===== src/rtl/pof_pkg.sv =====
package pof_pkg;

  localparam int CFG_W = 16;

  // Strobe bundle from control to datapath
  typedef struct packed {
    logic       dataEn;
    logic       tconEn;
    logic       vsPol;
    logic       hsPol;
    logic       dePol;
    logic       clkInv;
    logic       flagPol;
    logic       invEn;
    logic       invSeparate;
    logic [2:0] shiftAmt;
    logic       bitFlip;
    logic       swapRB;
    logic       chanSel;
    logic       dualWide;
  } ctrl_t;

endpackage


===== src/rtl/pof_ctrl.sv =====
module pof_ctrl
  import pof_pkg::*;
#(
  parameter int MAX_SHIFT = 4
) (
  input  logic             clk,
  input  logic             rstN,
  input  logic             cfgWe,
  input  logic [CFG_W-1:0] cfgWord,
  output ctrl_t            ctrlStrb
);

  logic [CFG_W-1:0] cfgReg;
  logic [2:0]       rawShift;

  always_ff @(posedge clk or negedge rstN) begin
    if (!rstN)      cfgReg <= '0;
    else if (cfgWe) cfgReg <= cfgWord;
  end

  assign rawShift = cfgReg[6:4];

  always_comb begin
    ctrlStrb.dualWide    = cfgReg[0];
    ctrlStrb.chanSel     = cfgReg[1];
    ctrlStrb.swapRB      = cfgReg[2];
    ctrlStrb.bitFlip     = cfgReg[3];
    // reserved codes fall back to no shift
    ctrlStrb.shiftAmt    = (rawShift > 3'(MAX_SHIFT)) ? 3'd0 : rawShift;
    ctrlStrb.invSeparate = cfgReg[7];
    ctrlStrb.invEn       = cfgReg[8];
    ctrlStrb.flagPol     = cfgReg[9];
    ctrlStrb.clkInv      = cfgReg[10];
    ctrlStrb.dePol       = cfgReg[11];
    ctrlStrb.hsPol       = cfgReg[12];
    ctrlStrb.vsPol       = cfgReg[13];
    ctrlStrb.tconEn      = cfgReg[14];
    ctrlStrb.dataEn      = cfgReg[15];
  end

endmodule


===== src/rtl/pof_datapath.sv =====
module pof_datapath
  import pof_pkg::*;
#(
  parameter int COMP_W   = 8,
  parameter int NUM_COMP = 3
) (
  input  logic                         clk,
  input  logic                         rstN,
  input  ctrl_t                        ctrlStrb,
  input  logic [COMP_W*NUM_COMP-1:0]   pixLeft,
  input  logic [COMP_W*NUM_COMP-1:0]   pixRight,
  input  logic                         vsyncIn,
  input  logic                         hsyncIn,
  input  logic                         deIn,
  output logic [COMP_W*NUM_COMP-1:0]   chA,
  output logic [COMP_W*NUM_COMP-1:0]   chB,
  output logic                         invFlagA,
  output logic                         invFlagB,
  output logic                         vsyncOut,
  output logic                         hsyncOut,
  output logic                         deOut,
  output logic                         clkInvOut
);

  localparam int PIX_W = COMP_W * NUM_COMP;
  localparam int CNT_W = $clog2(2 * PIX_W + 1);

  logic [1:0][PIX_W-1:0] srcPix;
  logic [1:0][PIX_W-1:0] fmtPix;

  assign srcPix = {pixRight, pixLeft};

  // Per-lane, per-component transform: exchange, reverse, shift
  for (genvar l = 0; l < 2; l++) begin : g_lane
    for (genvar k = 0; k < NUM_COMP; k++) begin : g_comp
      localparam int SWAP_K = (k == 0) ? NUM_COMP - 1 :
                              ((k == NUM_COMP - 1) ? 0 : k);
      logic [COMP_W-1:0] picked;
      logic [COMP_W-1:0] flipped;
      always_comb begin
        picked = ctrlStrb.swapRB ? srcPix[l][SWAP_K*COMP_W +: COMP_W]
                                 : srcPix[l][k*COMP_W +: COMP_W];
        for (int b = 0; b < COMP_W; b++) begin
          flipped[b] = ctrlStrb.bitFlip ? picked[COMP_W-1-b] : picked[b];
        end
      end
      assign fmtPix[l][k*COMP_W +: COMP_W] = flipped >> ctrlStrb.shiftAmt;
    end
  end

  logic [PIX_W-1:0] candA, candB, nextA, nextB;
  logic [CNT_W-1:0] togA, togB;
  logic             actA, actB, jointMode, decA, decB;

  always_comb begin
    actA = ctrlStrb.dualWide | ~ctrlStrb.chanSel;
    actB = ctrlStrb.dualWide |  ctrlStrb.chanSel;
    if (ctrlStrb.dualWide) begin
      candA = ctrlStrb.chanSel ? fmtPix[1] : fmtPix[0];
      candB = ctrlStrb.chanSel ? fmtPix[0] : fmtPix[1];
    end else begin
      candA = ctrlStrb.chanSel ? '0 : fmtPix[0];
      candB = ctrlStrb.chanSel ? fmtPix[0] : '0;
    end
    togA      = CNT_W'($countones(candA ^ chA));
    togB      = CNT_W'($countones(candB ^ chB));
    jointMode = ctrlStrb.dualWide & ~ctrlStrb.invSeparate;
    if (jointMode) begin
      decA = (togA + togB) > CNT_W'(PIX_W);
      decB = decA;
    end else begin
      decA = actA && (togA > CNT_W'(PIX_W / 2));
      decB = actB && (togB > CNT_W'(PIX_W / 2));
    end
    decA  = decA & ctrlStrb.invEn;
    decB  = decB & ctrlStrb.invEn;
    nextA = decA ? ~candA : candA;
    nextB = decB ? ~candB : candB;
  end

  always_ff @(posedge clk or negedge rstN) begin
    if (!rstN) begin
      chA       <= '0;
      chB       <= '0;
      invFlagA  <= 1'b0;
      invFlagB  <= 1'b0;
      vsyncOut  <= 1'b0;
      hsyncOut  <= 1'b0;
      deOut     <= 1'b0;
      clkInvOut <= 1'b0;
    end else begin
      chA       <= ctrlStrb.dataEn ? nextA : '0;
      chB       <= ctrlStrb.dataEn ? nextB : '0;
      invFlagA  <= ctrlStrb.dataEn & ctrlStrb.invEn & actA & (decA ^ ctrlStrb.flagPol);
      invFlagB  <= ctrlStrb.dataEn & ctrlStrb.invEn & actB & (decB ^ ctrlStrb.flagPol);
      vsyncOut  <= (vsyncIn ^ ctrlStrb.vsPol) & ctrlStrb.tconEn;
      hsyncOut  <= (hsyncIn ^ ctrlStrb.hsPol) & ctrlStrb.tconEn;
      deOut     <= (deIn ^ ctrlStrb.dePol) & ctrlStrb.tconEn;
      clkInvOut <= ctrlStrb.clkInv;
    end
  end

endmodule


===== src/rtl/pixel_out_formatter.sv =====
module pixel_out_formatter
  import pof_pkg::*;
#(
  parameter int COMP_W    = 8,
  parameter int NUM_COMP  = 3,
  parameter int MAX_SHIFT = 4,
  parameter int PIX_W     = COMP_W * NUM_COMP
) (
  input  logic             clk,
  input  logic             rstN,
  input  logic             cfgWe,
  input  logic [CFG_W-1:0] cfgWord,
  input  logic [PIX_W-1:0] pixLeft,
  input  logic [PIX_W-1:0] pixRight,
  input  logic             vsyncIn,
  input  logic             hsyncIn,
  input  logic             deIn,
  output logic [PIX_W-1:0] chA,
  output logic [PIX_W-1:0] chB,
  output logic             invFlagA,
  output logic             invFlagB,
  output logic             vsyncOut,
  output logic             hsyncOut,
  output logic             deOut,
  output logic             clkInvOut
);

  ctrl_t ctrlStrb;

  pof_ctrl #(.MAX_SHIFT(MAX_SHIFT)) u_ctrl (
    .clk      (clk),
    .rstN     (rstN),
    .cfgWe    (cfgWe),
    .cfgWord  (cfgWord),
    .ctrlStrb (ctrlStrb)
  );

  pof_datapath #(.COMP_W(COMP_W), .NUM_COMP(NUM_COMP)) u_datapath (
    .clk       (clk),
    .rstN      (rstN),
    .ctrlStrb  (ctrlStrb),
    .pixLeft   (pixLeft),
    .pixRight  (pixRight),
    .vsyncIn   (vsyncIn),
    .hsyncIn   (hsyncIn),
    .deIn      (deIn),
    .chA       (chA),
    .chB       (chB),
    .invFlagA  (invFlagA),
    .invFlagB  (invFlagB),
    .vsyncOut  (vsyncOut),
    .hsyncOut  (hsyncOut),
    .deOut     (deOut),
    .clkInvOut (clkInvOut)
  );

endmodule


===== config.mk =====
export PLATFORM = sky130hd
export DESIGN_NAME = pixel_out_formatter
export DESIGN_NICKNAME = d
export VERILOG_FILES = /design/src/rtl/pof_pkg.sv /design/src/rtl/pof_ctrl.sv /design/src/rtl/pof_datapath.sv /design/src/rtl/pixel_out_formatter.sv
export SDC_FILE = /design/constraint.sdc
export NUM_CORES = 1
export LEC_CHECK = 0
export ABC_AREA = 0
export BUFFER_PORTS_ARGS = -buffer_cell sky130_fd_sc_hd__buf_4
export CAP_MARGIN = 20
export CORE_UTILIZATION = 45
export DETAILED_ROUTE_END_ITERATION = 7
export GPL_ROUTABILITY_DRIVEN = 1
export PLACE_DENSITY = 0.74
export SLEW_MARGIN = 20
export SYNTH_ARGS = -nofsm -noshare
export SYNTH_HDL_FRONTEND = slang
export SYNTH_SLANG_ARGS = --single-unit

===== constraint.sdc =====
create_clock -name clk -period 13.2 [get_ports clk]
set_clock_uncertainty 0.1 [all_clocks]
set_input_delay 1.98 -clock clk [delete_from_list [all_inputs] [get_ports clk]]
set_output_delay 1.98 -clock clk [all_outputs]
set_load 0.005 [all_outputs]

# ---- Yosys cells after proc, flatten, opt, wreduce, memory -nomap -nowiden
# Cells that the tools add are included.
dict set report totals {
  output_inout_bits 54
  regBits 70
  ramBits 0
  latchBits 0
  n_memories 0
  romBits 0
  elab_cells 157
}
dict set report classes {
  div 0
  add_sub_neg 47
  n_reduce_logical 2
  bitwise 24
  multipliers 0
  magnitude_cmp 4
  muxes 65
  n_shift 6
  eq_ne 0
}
# operator n
set ops {}
lappend ops {{$mux W24} 10}
lappend ops {{$add A6 B6 Y6} 23}
lappend ops {{$mux W1} 50}
lappend ops {{$add A1 B1 Y2} 24}
lappend ops {{$not A24 Y24} 2}
lappend ops {{$shr A8 B3 Y8} 6}
lappend ops {{$xor A24 B24 Y24} 2}
lappend ops {{$mux W8} 4}
lappend ops {{$gt A6 B4 Y1 const B} 2}
lappend ops {{$and A1 B1 Y1} 11}
lappend ops {{$gt A6 B5 Y1 const B} 1}
lappend ops {{$xor A1 B1 Y1} 5}
lappend ops {{$gt A3 B3 Y1 const B} 1}
lappend ops {{$mux W3} 1}
lappend ops {{$logic_and A1 B1 Y1} 2}
lappend ops {{$not A1 Y1} 2}
lappend ops {{$or A1 B1 Y1} 2}

# ---- Depth between registers and ports, before layout
# Gate-level depths: netlist of the first run.
dict set report depth {
  depth_word 17
  ltp_mapped 31
  ltp_nobuf 27
}

# ---- Cells and area by module
# A second synthesis of the first run with hierarchy kept.
dict set report unflattened {
  hier_cells 809
  area_unflattened_um2 8192.9
}
# mod cells_each seq_area_each_um2 area_each_um2 n_inst
set modules_own_cells {}
lappend modules_own_cells {pof_datapath 759 1351.3 7425.9 1}
lappend modules_own_cells {pof_ctrl 50 400.4 767.0 1}

# ---- Least setup slack after synthesis of the first run
# No wires, ideal clock.
dict set report synth_timing {
  path_type {input -> register}
  from {in pixLeft[3]}
  to {reg u_datapath.chA[15]}
  cell_stages 28
  slack_ns 4.262
  required_ns 12.981
  arrival_ns 8.719
  n_path_buf 1
  path_cell_list {mux4_1 -> or3_1 -> o221ai_1 -> a221o_1 -> mux2i_1 -> xor2_1 -> ha_1 -> inv_1 -> fa_1 -> fa_1 -> inv_1 -> fa_1 -> inv_1 -> fa_1 -> inv_1 -> fa_1 -> ha_1 -> fa_1 -> xor2_1 -> ha_1 -> o21a_1 -> a21o_1 -> a21oi_2 -> a32oi_1 -> a211oi_4 -> buf_4 -> xor2_1 -> and2_1}
}
dict set report synth_via {
  elab_chain_cells 17
  elab_cells_between_ends 56
}
# element line_no
set synth_lines {}
lappend synth_lines {{start, declared} pixel_out_formatter.sv:13} ;# input logic [PIX_W-1:0] pixLeft,
lappend synth_lines {{$mux W8} pof_datapath.sv:41} ;# picked = ctrlStrb.swapRB ? srcPix[l][SWAP_K*COMP_W +: COMP_W]
lappend synth_lines {{$mux W1} pof_datapath.sv:44} ;# flipped[b] = ctrlStrb.bitFlip ? picked[COMP_W-1-b] : picked[b];
lappend synth_lines {{$shr A8 B3 Y8} pof_datapath.sv:47} ;# assign fmtPix[l][k*COMP_W +: COMP_W] = flipped >> ctrlStrb.shiftAmt;
lappend synth_lines {{$mux W24 (on tied branches)} --}
lappend synth_lines {{$mux W24} pof_datapath.sv:58} ;# if (ctrlStrb.dualWide) begin
lappend synth_lines {{$xor A24 B24 Y24 (on tied branches)} {pof_datapath.sv:65, pof_datapath.sv:66}}
lappend synth_lines {{$add A1 B1 Y2 (on tied branches)} {pof_datapath.sv:65, pof_datapath.sv:66}}
lappend synth_lines {{$add A6 B6 Y6 (on tied branches) (4 in a row)} {pof_datapath.sv:65, pof_datapath.sv:66}}
lappend synth_lines {{$add A6 B6 Y6 or $gt A6 B4 Y1 (tied branches)} {pof_datapath.sv:69, pof_datapath.sv:72}}
lappend synth_lines {{$gt A6 B5 Y1 or $logic_and A1 B1 Y1 (tied branches)} {pof_datapath.sv:69, pof_datapath.sv:72}}
lappend synth_lines {{$mux W1 (*)} pof_datapath.sv:68} ;# if (jointMode) begin
lappend synth_lines {{$and A1 B1 Y1 (*)} pof_datapath.sv:75} ;# decA = decA & ctrlStrb.invEn;
lappend synth_lines {{$mux W24 (*)} pof_datapath.sv:77} ;# nextA = decA ? ~candA : candA;
lappend synth_lines {{$mux W24 (*)} pof_datapath.sv:92} ;# chA <= ctrlStrb.dataEn ? nextA : '0;
lappend synth_lines {{end signal, assigned} pof_datapath.sv:92}
lappend synth_lines {{end, declared} pof_datapath.sv:15} ;# output logic [COMP_W*NUM_COMP-1:0] chA,
# Mark *: on every way between the ends. The rest lies on a longest branch, timed or not.
# A chain may end at the register's enable or synchronous reset.

# ---- Final worst setup path of the first run
dict set report layout_timing {
  from {in pixLeft[3]}
  to {reg u_datapath.chA[3]}
}
dict set report layout_via {
  elab_chain_cells 17
  elab_cells_between_ends 57
}
# element line_no
set layout_lines {}
lappend layout_lines {{$mux W8} pof_datapath.sv:41}
lappend layout_lines {{$mux W1} pof_datapath.sv:44}
lappend layout_lines {{$shr A8 B3 Y8} pof_datapath.sv:47}
lappend layout_lines {{$mux W24 (on tied branches)} --}
lappend layout_lines {{$mux W24} pof_datapath.sv:58}
lappend layout_lines {{$xor A24 B24 Y24 (on tied branches)} {pof_datapath.sv:65, pof_datapath.sv:66}}
lappend layout_lines {{$add A1 B1 Y2 (on tied branches)} {pof_datapath.sv:65, pof_datapath.sv:66}}
lappend layout_lines {{$add A6 B6 Y6 (on tied branches) (4 in a row)} {pof_datapath.sv:65, pof_datapath.sv:66}}
lappend layout_lines {{$add A6 B6 Y6 or $gt A6 B4 Y1 (tied branches)} {pof_datapath.sv:69, pof_datapath.sv:72}}
lappend layout_lines {{$gt A6 B5 Y1 or $logic_and A1 B1 Y1 (tied branches)} {pof_datapath.sv:69, pof_datapath.sv:72}}
lappend layout_lines {{$mux W1} pof_datapath.sv:68}
lappend layout_lines {{$and A1 B1 Y1} pof_datapath.sv:75}
lappend layout_lines {{$mux W24 (*)} pof_datapath.sv:77}
lappend layout_lines {{$mux W24 (*)} pof_datapath.sv:92}
# Marked as above.

==> summary.txt, run 1 <==
Status
  • Status: finished clean

Logic synthesis
  • Library cells used by synthesis: 69
  • Adder-cell share of the synthesized area: 16.5%
  • Primary FF master, synth: dfrtp_1
  • Compound-gate portion of the synthesized area: 13.2%
  • Synth Area in XOR/XNOR: 11.5%
  • Syn Area/Cell: 10.2 sq um
  • Cell Area, Synth: 0.00832 sq mm
  • Net count after synthesis: 973
  • Synth Area in Simple Gates: 10.9%
  • Number of synthesized register bits: 70
  • Post-Syn Instances: 817
  • Multiplexer share of the synthesized area: 20.2%
  • Post-synth EDFFs: 0
  • Largest family of logic cells by synthesized area: multiplexers
  • Synth async-reset ratio: 100%
  • Synth Warn #: 0
  • Post-synthesis sequential area ratio: 21.1%

Worst setup path
  • CP Max Fanout: 25
  • Depth of the most critical reg-to-reg path: 28
  • Crit path DAT: 9.31 ns
  • Setup crit end kind: register
  • Worst R2R End: u_datapath.chA[3]$_DFF_PN0_
  • Critical Path Start: pixLeft[3]
  • Flop-to-flop setup slack: 4.25 ns
  • Crit-path max cell delay: 0.51 ns
  • Cell mode on critical path: fa_1
  • Startpoint type of the worst setup path: input pin
  • Req. time, crit path: 13.33 ns
  • R2R Path Start: u_ctrl.cfgReg[4]$_DFFE_PN0P_
  • Crit path max-delay cell type: mux4_2
  • CP Class: in -> reg

Layout
  • Fillers: 1640
  • Layout cell share with drive strength beyond 1: 28.4%
  • # diodes: 0
  • Final net count: 1066
  • Final Util: 53.2%
  • Multi-input logic area: 0.00601 sq mm
  • Synth-to-layout area growth: 15.2%
  • Register Area: 0.00175 sq mm

Clocking
  • Clock buffer depth: 2
  • # resized after CTS: 0
  • Post-cts hold buffer count: 0
  • CTS buffer count: 9
  • CTS tree: done
  • Clk Latency, worst-skew pair: 0.34 ns
  • CTS root buffer: clkbuf_16
  • Clk slew on worst S/H paths: 0.06 ns
  • CTS H-tree lvls: 3
  • Setup Fix Bufs, Post-CTS: 0
  • # clock sinks: 70

Hold path
  • Worst hold-check path type: reg -> reg
  • Worst hold stages: 0
  • Hold EP: u_datapath.clkInvOut$_DFF_PN0_
  • HP Start: u_ctrl.cfgReg[10]$_DFFE_PN0P_

STA
  • Tmin final: 9.18 ns
  • Max-slew headroom: 26.8%
  • Hold violation count in the final report: 0
  • Slew @ Worst Pin: 1.10 ns
  • RSZ-0062 raised after global routing: false
  • Endpoints failing setup: 0
  • Fin. max-slew vios: 0
  • Setup TNS: 0 ns
  • Final Cycle Share: 69.5%
  • Setup WS post-layout: 4.02 ns
  • Peak Freq: 109 MHz

Placed design
  • Worst slack at placement: 3.72 ns
  • HPWL Detailed: 17000 um
  • GP Congestion: 0.922
  • I/O Buffers: 123

Global routing
  • Grt ovf: 0
  • First-pass GRT wire length: 34200 um
  • Largest net degree at the start of global routing: 71
  • Vias in the first global route: 6406
  • GRT Overall Usage: 23.9%
  • Antenna violations before repair: 0

Floorplan
  • Row count: 49
  • Die width: 138 um
  • Chip Height: 138 um
  • Num ports: 124
  • Core area: 0.0180 sq mm
  • Initial Utilization: 46.2%
  • Die area: 0.0190 sq mm

Detailed routing
  • 1st-pass router iterations: 7
  • Detailed router's first-iteration violation count: 533
  • Drt drc: 0
  • Vias/cell: 5.71
  • Antenna Violating Nets Remaining: 0
  • Post-Route WL: 21600 um
  • Vias: 6529
  • Drt wl/cell: 18.9 um

Run
  • Max_cap viols: 0
-- synthesized netlist by cell type (3+ instances only) --
library cell	number	share of area, %
dfrtp_1	70	21
inv_1	66	3.0
xnor2_1	58	6.1
and2_1	53	4.0
xor2_1	51	5.4
ha_1	47	7.1
nor2_1	45	2.0
mux2_2	42	5.7
mux2i_1	42	5.1
fa_1	39	9.4
nand2_1	32	1.4
mux4_2	23	6.2
a21oi_1	22	1.3
o22ai_1	22	1.7
o21ai_0	20	1.2
clkbuf_1	18	0.81
buf_2	12	0.72
nor3_1	9	0.54
buf_6	8	1.1
nand3_1	8	0.48
a21oi_2	7	0.74
a22oi_1	7	0.63
mux2_4	7	1.3
o221ai_1	7	0.74
nand2b_1	6	0.45
a221oi_1	5	0.53
buf_4	5	0.45
mux2i_4	5	1.4
nor2b_1	5	0.38
a211oi_1	4	0.36
and3_1	4	0.30
buf_1	4	0.18
o21a_1	4	0.36
a21o_1	3	0.27
nand3b_1	3	0.27
o211ai_1	3	0.27
o22a_1	3	0.32
o22ai_2	3	0.45
or3_1	3	0.23
-- through the flow --
| stage | std cells | area (sq um) | hold slack, ns |
|---|---|---|---|
| 3_3_place_gp | 1128 | 9280 | 0.264 |
| 2_1_floorplan | 817 | 8320 | 0.250 |
| 3_5_place_dp | 1128 | 9280 | 0.269 |
| 4_1_cts | 1144 | 9580 | 0.286 |
| 6_report | 1144 | 9580 | 0.286 |
| 5_1_grt | 1144 | 9580 | 0.298 |
-- critical path, delay by kind of cell --
| kind | cells | cell delay [ns] |
|---|---|---|
| buffers and inverters | 6 | 0.76 |
| multiplexers | 2 | 0.97 |
| adder cells (fa/ha/maj) | 9 | 3.51 |
| AO/OA/AOI/OAI | 6 | 0.93 |
| AND/OR/NAND/NOR | 3 | 0.65 |
| XOR/XNOR | 3 | 0.49 |
-- layout make-up --
class                      instances  share of cell area (%)
clock buffer                      10                    2.49
clock inverter                     6                   0.640
inverter                          66                    2.59
multi-input combinational        632                    62.7
sequential                        70                    18.3
tap                              229                    2.99
timing repair buffer             131                    10.3
-- metal layers --
metal | wire, um | global-route usage (%) | vias up
li1 | - | - | 3041
met1 | 9340 | 32.3 | 3141
met2 | 9880 | 36.9 | 293
met3 | 1600 | 5.37 | 54
met4 | 816 | 9.78 | 0
met5 | 0 | 0 | -
-- logic make-up (layout without fill, tap and decap cells) --
| logic type | after synthesis | in the layout |
|---|---|---|
| muxes | 121 | 121 |
| buffers and inverters | 115 | 213 |
| adders and majority gates | 86 | 86 |
| and+or+nand+nor | 177 | 177 |
| xor gates and xnor gates | 109 | 109 |
| DFF | 70 | 70 |
| AOI/OAI and AO/OA | 139 | 139 |
-- worst max path at each step --
stage / endpoint / cells after the start
finish: u_datapath.chA[3]$_DFF_PN0_ / 29
CTS: u_datapath.invFlagB$_DFF_PN0_ / 28
floorplan: u_datapath.chA[15]$_DFF_PN0_ / 28
global placement: u_datapath.invFlagA$_DFF_PN0_ / 29
global route: u_datapath.invFlagA$_DFF_PN0_ / 29
detailed placement: u_datapath.invFlagB$_DFF_PN0_ / 28
-- cells in the final DEF (no fill, tap or decap), types with 8 or more instances in the layout --
cell,n
mux2_2,42
ha_1,47
clkbuf_16,9
buf_4,131
o22ai_1,22
xnor2_1,58
mux4_2,23
a21oi_1,22
o21ai_0,20
nand3_1,8
inv_1,66
dfrtp_1,68
nand2_1,32
nor2_1,45
mux2i_1,42
xor2_1,51
nor3_1,9
and2_1,53
fa_1,39
-- flip-flops by register name, summed over array words and instances, names as in the netlist --
signal,cells
u_datapath.chB,24
u_datapath.hsyncOut,1
u_ctrl.cfgReg,16
u_datapath.vsyncOut,1
u_datapath.invFlagA,1
u_datapath.invFlagB,1
u_datapath.deOut,1
u_datapath.clkInvOut,1
u_datapath.chA,24
Power of run 1 is not shown: default switching activity piles up to over one toggle a cycle in this logic, so the estimate is an artifact.
==> run 2, diff against run 1 <==
==> constraint.sdc (replaced) <==
create_clock -name clk -period 8.7 [get_ports clk]
set_clock_uncertainty 0.1 [all_clocks]
set_input_delay 1.305 -clock clk [delete_from_list [all_inputs] [get_ports clk]]
set_output_delay 1.305 -clock clk [all_outputs]
set_load 0.005 [all_outputs]
==> run 2 against run 1 <==
Net effect:
- routed wire length grew 0.55%
- worst setup slack lost 3.7 ns
- register-to-register slack lost 3.8 ns
- clock-buffer cell count grew 4
- first-iteration DRC count shrank 3.6%
- die area is the same
- cell count grew 1.4%
- sequential share of layout area shrank 0.28 points
- sequential cell count is the same
- utilization grew 0.82 points
- via count grew 0.20%
- critical path depth is the same
- highest routed layer unchanged
==> summary.txt, run 2 (same netlist as run 1, synthesis figures left out) <==
Status
  • Status: finished clean

STA
  • Slew @ Worst Pin: 0.932 ns
  • Peak Freq: 120 MHz
  • Setup TNS: 0 ns
  • RSZ-0062 raised after global routing: false
  • Max-slew headroom: 37.9%
  • Final Cycle Share: 95.8%
  • Tmin final: 8.34 ns
  • Hold violation count in the final report: 0
  • Fin. max-slew vios: 0
  • Endpoints failing setup: 0

Global routing
  • First-pass GRT wire length: 34300 um
  • GRT Overall Usage: 23.9%
  • Grt ovf: 0
  • Vias in the first global route: 6500
  • Largest net degree at the start of global routing: 71
  • Antenna violations before repair: 0

Worst setup path
  • Crit-path max cell delay: 0.55 ns
  • Req. time, crit path: 8.83 ns
  • Number of cells on the critical path: 29
  • Worst R2R End: u_datapath.chA[2]$_DFF_PN0_
  • R2R Path Start: u_ctrl.cfgReg[5]$_DFFE_PN0P_
  • Crit path max-delay cell type: mux4_1
  • Setup crit end kind: register
  • Crit path DAT: 8.47 ns
  • Critical path's top delay family: adder cells
  • CP Max Fanout: 12
  • CP Class: in -> reg
  • Startpoint type of the worst setup path: input pin
  • Depth of the most critical reg-to-reg path: 29
  • Buf+Inv Stages, Crit Path: 6
  • Cell mode on critical path: fa_1
  • Flop-to-flop setup slack: 0.48 ns

Detailed routing
  • M1 WL: 9590 um
  • DR WL met3: 1460 um
  • 1st-pass router iterations: 5
  • Met2 wire len: 10100 um
  • Vias/cell: 5.64
  • Post-Route WL: 21800 um
  • Vias: 6542
  • Drt wl/cell: 18.8 um
  • Detailed router's first-iteration violation count: 514
  • Drt drc: 0
  • Antenna Violating Nets Remaining: 0
  • Top Layer Used: met4

Clocking
  • Clk slew on worst S/H paths: 0.06 ns
  • CTS buffer count: 9
  • CTS H-tree lvls: 3
  • Clk Latency, worst-skew pair: 0.34 ns
  • # clock sinks: 70
  • Clock buffer depth: 2
  • CTS tree: done
  • CTS root buffer: clkbuf_16

Layout
  • Final instance area: 0.00973 sq mm
  • Most frequent cells in the layout: 146 x buf_4, 68 x dfrtp_1, 66 x inv_1
  • Layout cell share with drive strength beyond 1: 29.5%
  • Largest registers: u_datapath.chA: 24 flops, u_datapath.chB: 24 flops, u_ctrl.cfgReg: 16 flops
  • Synth-to-layout area growth: 16.9%
  • # diodes: 0
  • Most common cell after layout, fill and taps aside: buf_4
  • Final net count: 1082

Hold path
  • Worst hold stages: 0
  • HP Start: u_ctrl.cfgReg[10]$_DFFE_PN0P_
  • Worst hold-check path type: reg -> reg
  • Hold EP: u_datapath.clkInvOut$_DFF_PN0_

Placed design
  • Cell Area, Placed: 0.00942 sq mm
  • GP Congestion: 0.962
  • HPWL Detailed: 17500 um
  • I/O Buffers: 123

Floorplan
  • Die width: 138 um
  • Chip Height: 138 um
  • Core area: 0.0180 sq mm
  • Die area: 0.0190 sq mm
  • Num ports: 124
  • Initial Utilization: 46.2%
  • Row count: 49

Run
  • Max_cap viols: 0
run 2: changes by cell type in the layout (fill, tap and decap cells not counted), sizes merged:
cell,delta
clkbuf,+4
clkinv,-3
clkinvlp,-1
buf,+16
run 2: worst max path at each step:
| stage | from | endpoint | slack (ns) |
|---|---|---|---|
| after floorplan | pixLeft[3] | u_datapath.chA[15]$_DFF_PN0_ | 0.44 |
| after global placement | pixLeft[3] | u_datapath.chA[2]$_DFF_PN0_ | 0.10 |
| after detailed placement | pixLeft[20] | u_datapath.chA[2]$_DFF_PN0_ | 0.07 |
| after CTS | u_ctrl.cfgReg[6]$_DFFE_PN0P_ | u_datapath.chA[2]$_DFF_PN0_ | 0.39 |
| after global routing | pixLeft[20] | u_datapath.chA[7]$_DFF_PN0_ | 0.04 |
| final | pixLeft[3] | u_datapath.chA[2]$_DFF_PN0_ | 0.36 |
run 2: worst register-to-register path, delay by kind of cell, from the launching register on:
kind	cells	cell delay [ns]
fa+ha+maj	9	3.67
compound gates	5	1.15
simple gates	4	0.84
buf+inv	6	0.82
flops	1	0.74
xor+xnor	4	0.66
mux	1	0.15
run 2: final cells by class:
cell class | count | area [sq um]
clock buffer | 14 | 274
clock inverter | 2 | 38.8
fill | 1637 | 8290
inverter | 66 | 248
multi-input combinational | 632 | 6010
sequential | 70 | 1750
tap | 229 | 287
timing repair buffer | 147 | 1120
run 2: repair_timing:
action	CTS	global route
buffers inserted	0	0
setup endpoints to repair	0	50
resized for setup	0	1
hold buffers	0	0
run 2: per-layer routing:
metal  GRT usage, %  vias to the layer above
met1           32.9                     3179
met4           8.45                        0
met5              0                        -
met3           3.98                       43
met2           37.7                      250
li1               -                     3070
run 2: per-stage QoR:
stage | instances | hold WS (ns) | utilization (%) | setup slack [ns]
floorplan | 817 | 0.250 | - | 0.437
detailed placement | 1144 | 0.273 | 52.2 | 0.0705
finish | 1160 | 0.282 | 54.0 | 0.363
global route | 1160 | 0.296 | 54.0 | 0.0390
global placement | 1144 | 0.260 | 52.2 | 0.101
CTS | 1160 | 0.286 | 54.0 | 0.394
Power of run 2 is left out for the same reason.
==> run 3, diff against run 2 <==
--- a/config.mk
+++ b/config.mk
@@ -9,9 +9,10 @@
 export BUFFER_PORTS_ARGS = -buffer_cell sky130_fd_sc_hd__buf_4
 export CAP_MARGIN = 20
 export CORE_UTILIZATION = 45
+export CTS_CLUSTER_SIZE = 20
 export DETAILED_ROUTE_END_ITERATION = 7
 export GPL_ROUTABILITY_DRIVEN = 1
-export PLACE_DENSITY = 0.74
+export PLACE_DENSITY = 0.65
 export SLEW_MARGIN = 20
 export SYNTH_ARGS = -nofsm -noshare
 export SYNTH_HDL_FRONTEND = slang
==> run 3 against run 2 <==
Net effect:
- fmax shrank 0.26%
- critical endpoint is now u_datapath.chB[3]$_DFF_PN0_
- sequential cell count stayed put
- hold slack better by 0.013 ns
- register-to-register slack worse by 0.07 ns
- via count increased by 1.1%
- utilization increased by 0.30 points
- sequential share of layout area down 0.099 points
==> summary.txt, run 3 (same netlist as run 1, synthesis figures left out) <==
Status
  • Status: finished clean

STA
  • RSZ-0062 raised after global routing: false
  • Endpoints failing setup: 0
  • Max-slew headroom: 38.5%
  • Slew @ Worst Pin: 0.923 ns
  • Peak Freq: 120 MHz
  • Fin. max-slew vios: 0
  • Tmin final: 8.36 ns
  • Final Cycle Share: 96.1%
  • WHS: 0.295 ns
  • Setup TNS: 0 ns
  • Hold violation count in the final report: 0

Worst setup path
  • Buf+Inv Stages, Crit Path: 7
  • Cell mode on critical path: fa_1
  • Number of cells on the critical path: 30
  • Crit path max-delay cell type: fa_1
  • CP Max Fanout: 12
  • Critical path's top delay family: adder cells
  • Setup crit end kind: register
  • Depth of the most critical reg-to-reg path: 31
  • Startpoint type of the worst setup path: input pin
  • Crit-path max cell delay: 0.55 ns
  • Crit path DAT: 8.49 ns
  • Req. time, crit path: 8.83 ns
  • CP Class: in -> reg

Clocking
  • Clk Latency, worst-skew pair: 0.34 ns
  • Post-cts hold buffer count: 0
  • CTS H-tree lvls: 3
  • CTS tree: done
  • # clock sinks: 70
  • CTS buffer count: 9
  • CTS root buffer: clkbuf_16
  • Clk slew on worst S/H paths: 0.06 ns
  • Clock buffer depth: 2

Layout
  • Fillers: 1666
  • Most frequent cells in the layout: 150 x buf_4, 68 x dfrtp_1, 66 x inv_1
  • Layout cell share with drive strength beyond 1: 30.1%
  • Final net count: 1089
  • Final Util: 54.3%
  • Largest registers: u_datapath.chA: 24 flops, u_datapath.chB: 24 flops, u_ctrl.cfgReg: 16 flops
  • Synth-to-layout area growth: 17.6%
  • # diodes: 0
  • Most common cell after layout, fill and taps aside: buf_4

Hold path
  • Worst hold-check path type: reg -> reg
  • Worst hold stages: 0

Run
  • Max_cap viols: 0

Floorplan
  • Initial Utilization: 46.2%
  • Die width: 138 um
  • Die area: 0.0190 sq mm
  • Core area: 0.0180 sq mm
  • Chip Height: 138 um
  • Row count: 49
  • Num ports: 124

Detailed routing
  • Detailed router's first-iteration violation count: 430
  • Antenna Violating Nets Remaining: 0
  • Drt drc: 0
  • Vias/cell: 5.67
  • Drt wl/cell: 19.0 um
  • Vias: 6614
  • Post-Route WL: 22200 um
  • 1st-pass router iterations: 5

Global routing
  • Largest net degree at the start of global routing: 71
  • GRT Overall Usage: 24.6%
  • First-pass GRT wire length: 35100 um
  • Vias in the first global route: 6560
  • Grt ovf: 0
  • Antenna violations before repair: 0

Placed design
  • GP Congestion: 0.888
  • HPWL Detailed: 17600 um
  • I/O Buffers: 123
## run 3: layer usage
metal / routed length, um / track usage (%) / vias up
met5: 0 / 0 / -
met4: 653 / 8.70 / 0
met3: 1550 / 4.86 / 40
met2: 10300 / 39.2 / 269
met1: 9720 / 33.0 / 3213
li1: - / - / 3092
## run 3: path summary, 6_finish.rpt
| path | slack (ns) | start | end |
|---|---|---|---|
| max reg2reg | 0.41 | u_ctrl.cfgReg[5]$_DFFE_PN0P_ | u_datapath.chB[3]$_DFF_PN0_ |
| min in group asynchronous | 0.99 | rstN | u_ctrl.cfgReg[14]$_DFFE_PN0P_ |
| max in group asynchronous | 6.88 | rstN | u_ctrl.cfgReg[2]$_DFFE_PN0P_ |
| min reg2reg | 0.30 | u_ctrl.cfgReg[10]$_DFFE_PN0P_ | u_datapath.clkInvOut$_DFF_PN0_ |
| min | 0.30 | u_ctrl.cfgReg[10]$_DFFE_PN0P_ | u_datapath.clkInvOut$_DFF_PN0_ |
| max | 0.34 | pixLeft[4] | u_datapath.chB[3]$_DFF_PN0_ |
## run 3: what timing repair did
action,in CTS,in global routing
gates resized for setup,0,2
buffers inserted,0,3
endpoints found under the setup margin,0,48
## run 3: metrics by stage
| step | instance area, sq um | std cells | setup slack, ns |
|---|---|---|---|
| floorplan | 8320 | 817 | 0.437 |
| global placement | 9460 | 1147 | 0.0601 |
| detailed placement | 9460 | 1147 | 0.0297 |
| CTS | 9730 | 1163 | 0.334 |
| global route | 9780 | 1167 | 0.00324 |
| finish | 9780 | 1167 | 0.341 |
## run 3: area by class of cell
| type | instances | area [sq um] | share of cell area (%) |
|---|---|---|---|
| repair buffers | 154 | 1210 | 12.4 |
| well taps | 229 | 287 | 2.93 |
| clock inverters | 3 | 20.0 | 0.205 |
| flip-flops and latches | 70 | 1750 | 17.9 |
| multi-input cells | 632 | 6010 | 61.5 |
| inverters | 66 | 248 | 2.53 |
| clock buffers | 13 | 250 | 2.56 |
## run 3: worst register-to-register path, delay by kind of cell, from the launching register on
kind,cells,cell delay [ns]
AOI/OAI and AO/OA,7,1.21
xor gates and xnor gates,3,0.58
adders and majority gates,9,3.52
buffers and inverters,8,1.00
DFF,1,0.77
muxes,1,0.13
and+or+nand+nor,3,0.85
Power of run 3 is left out for the same reason.
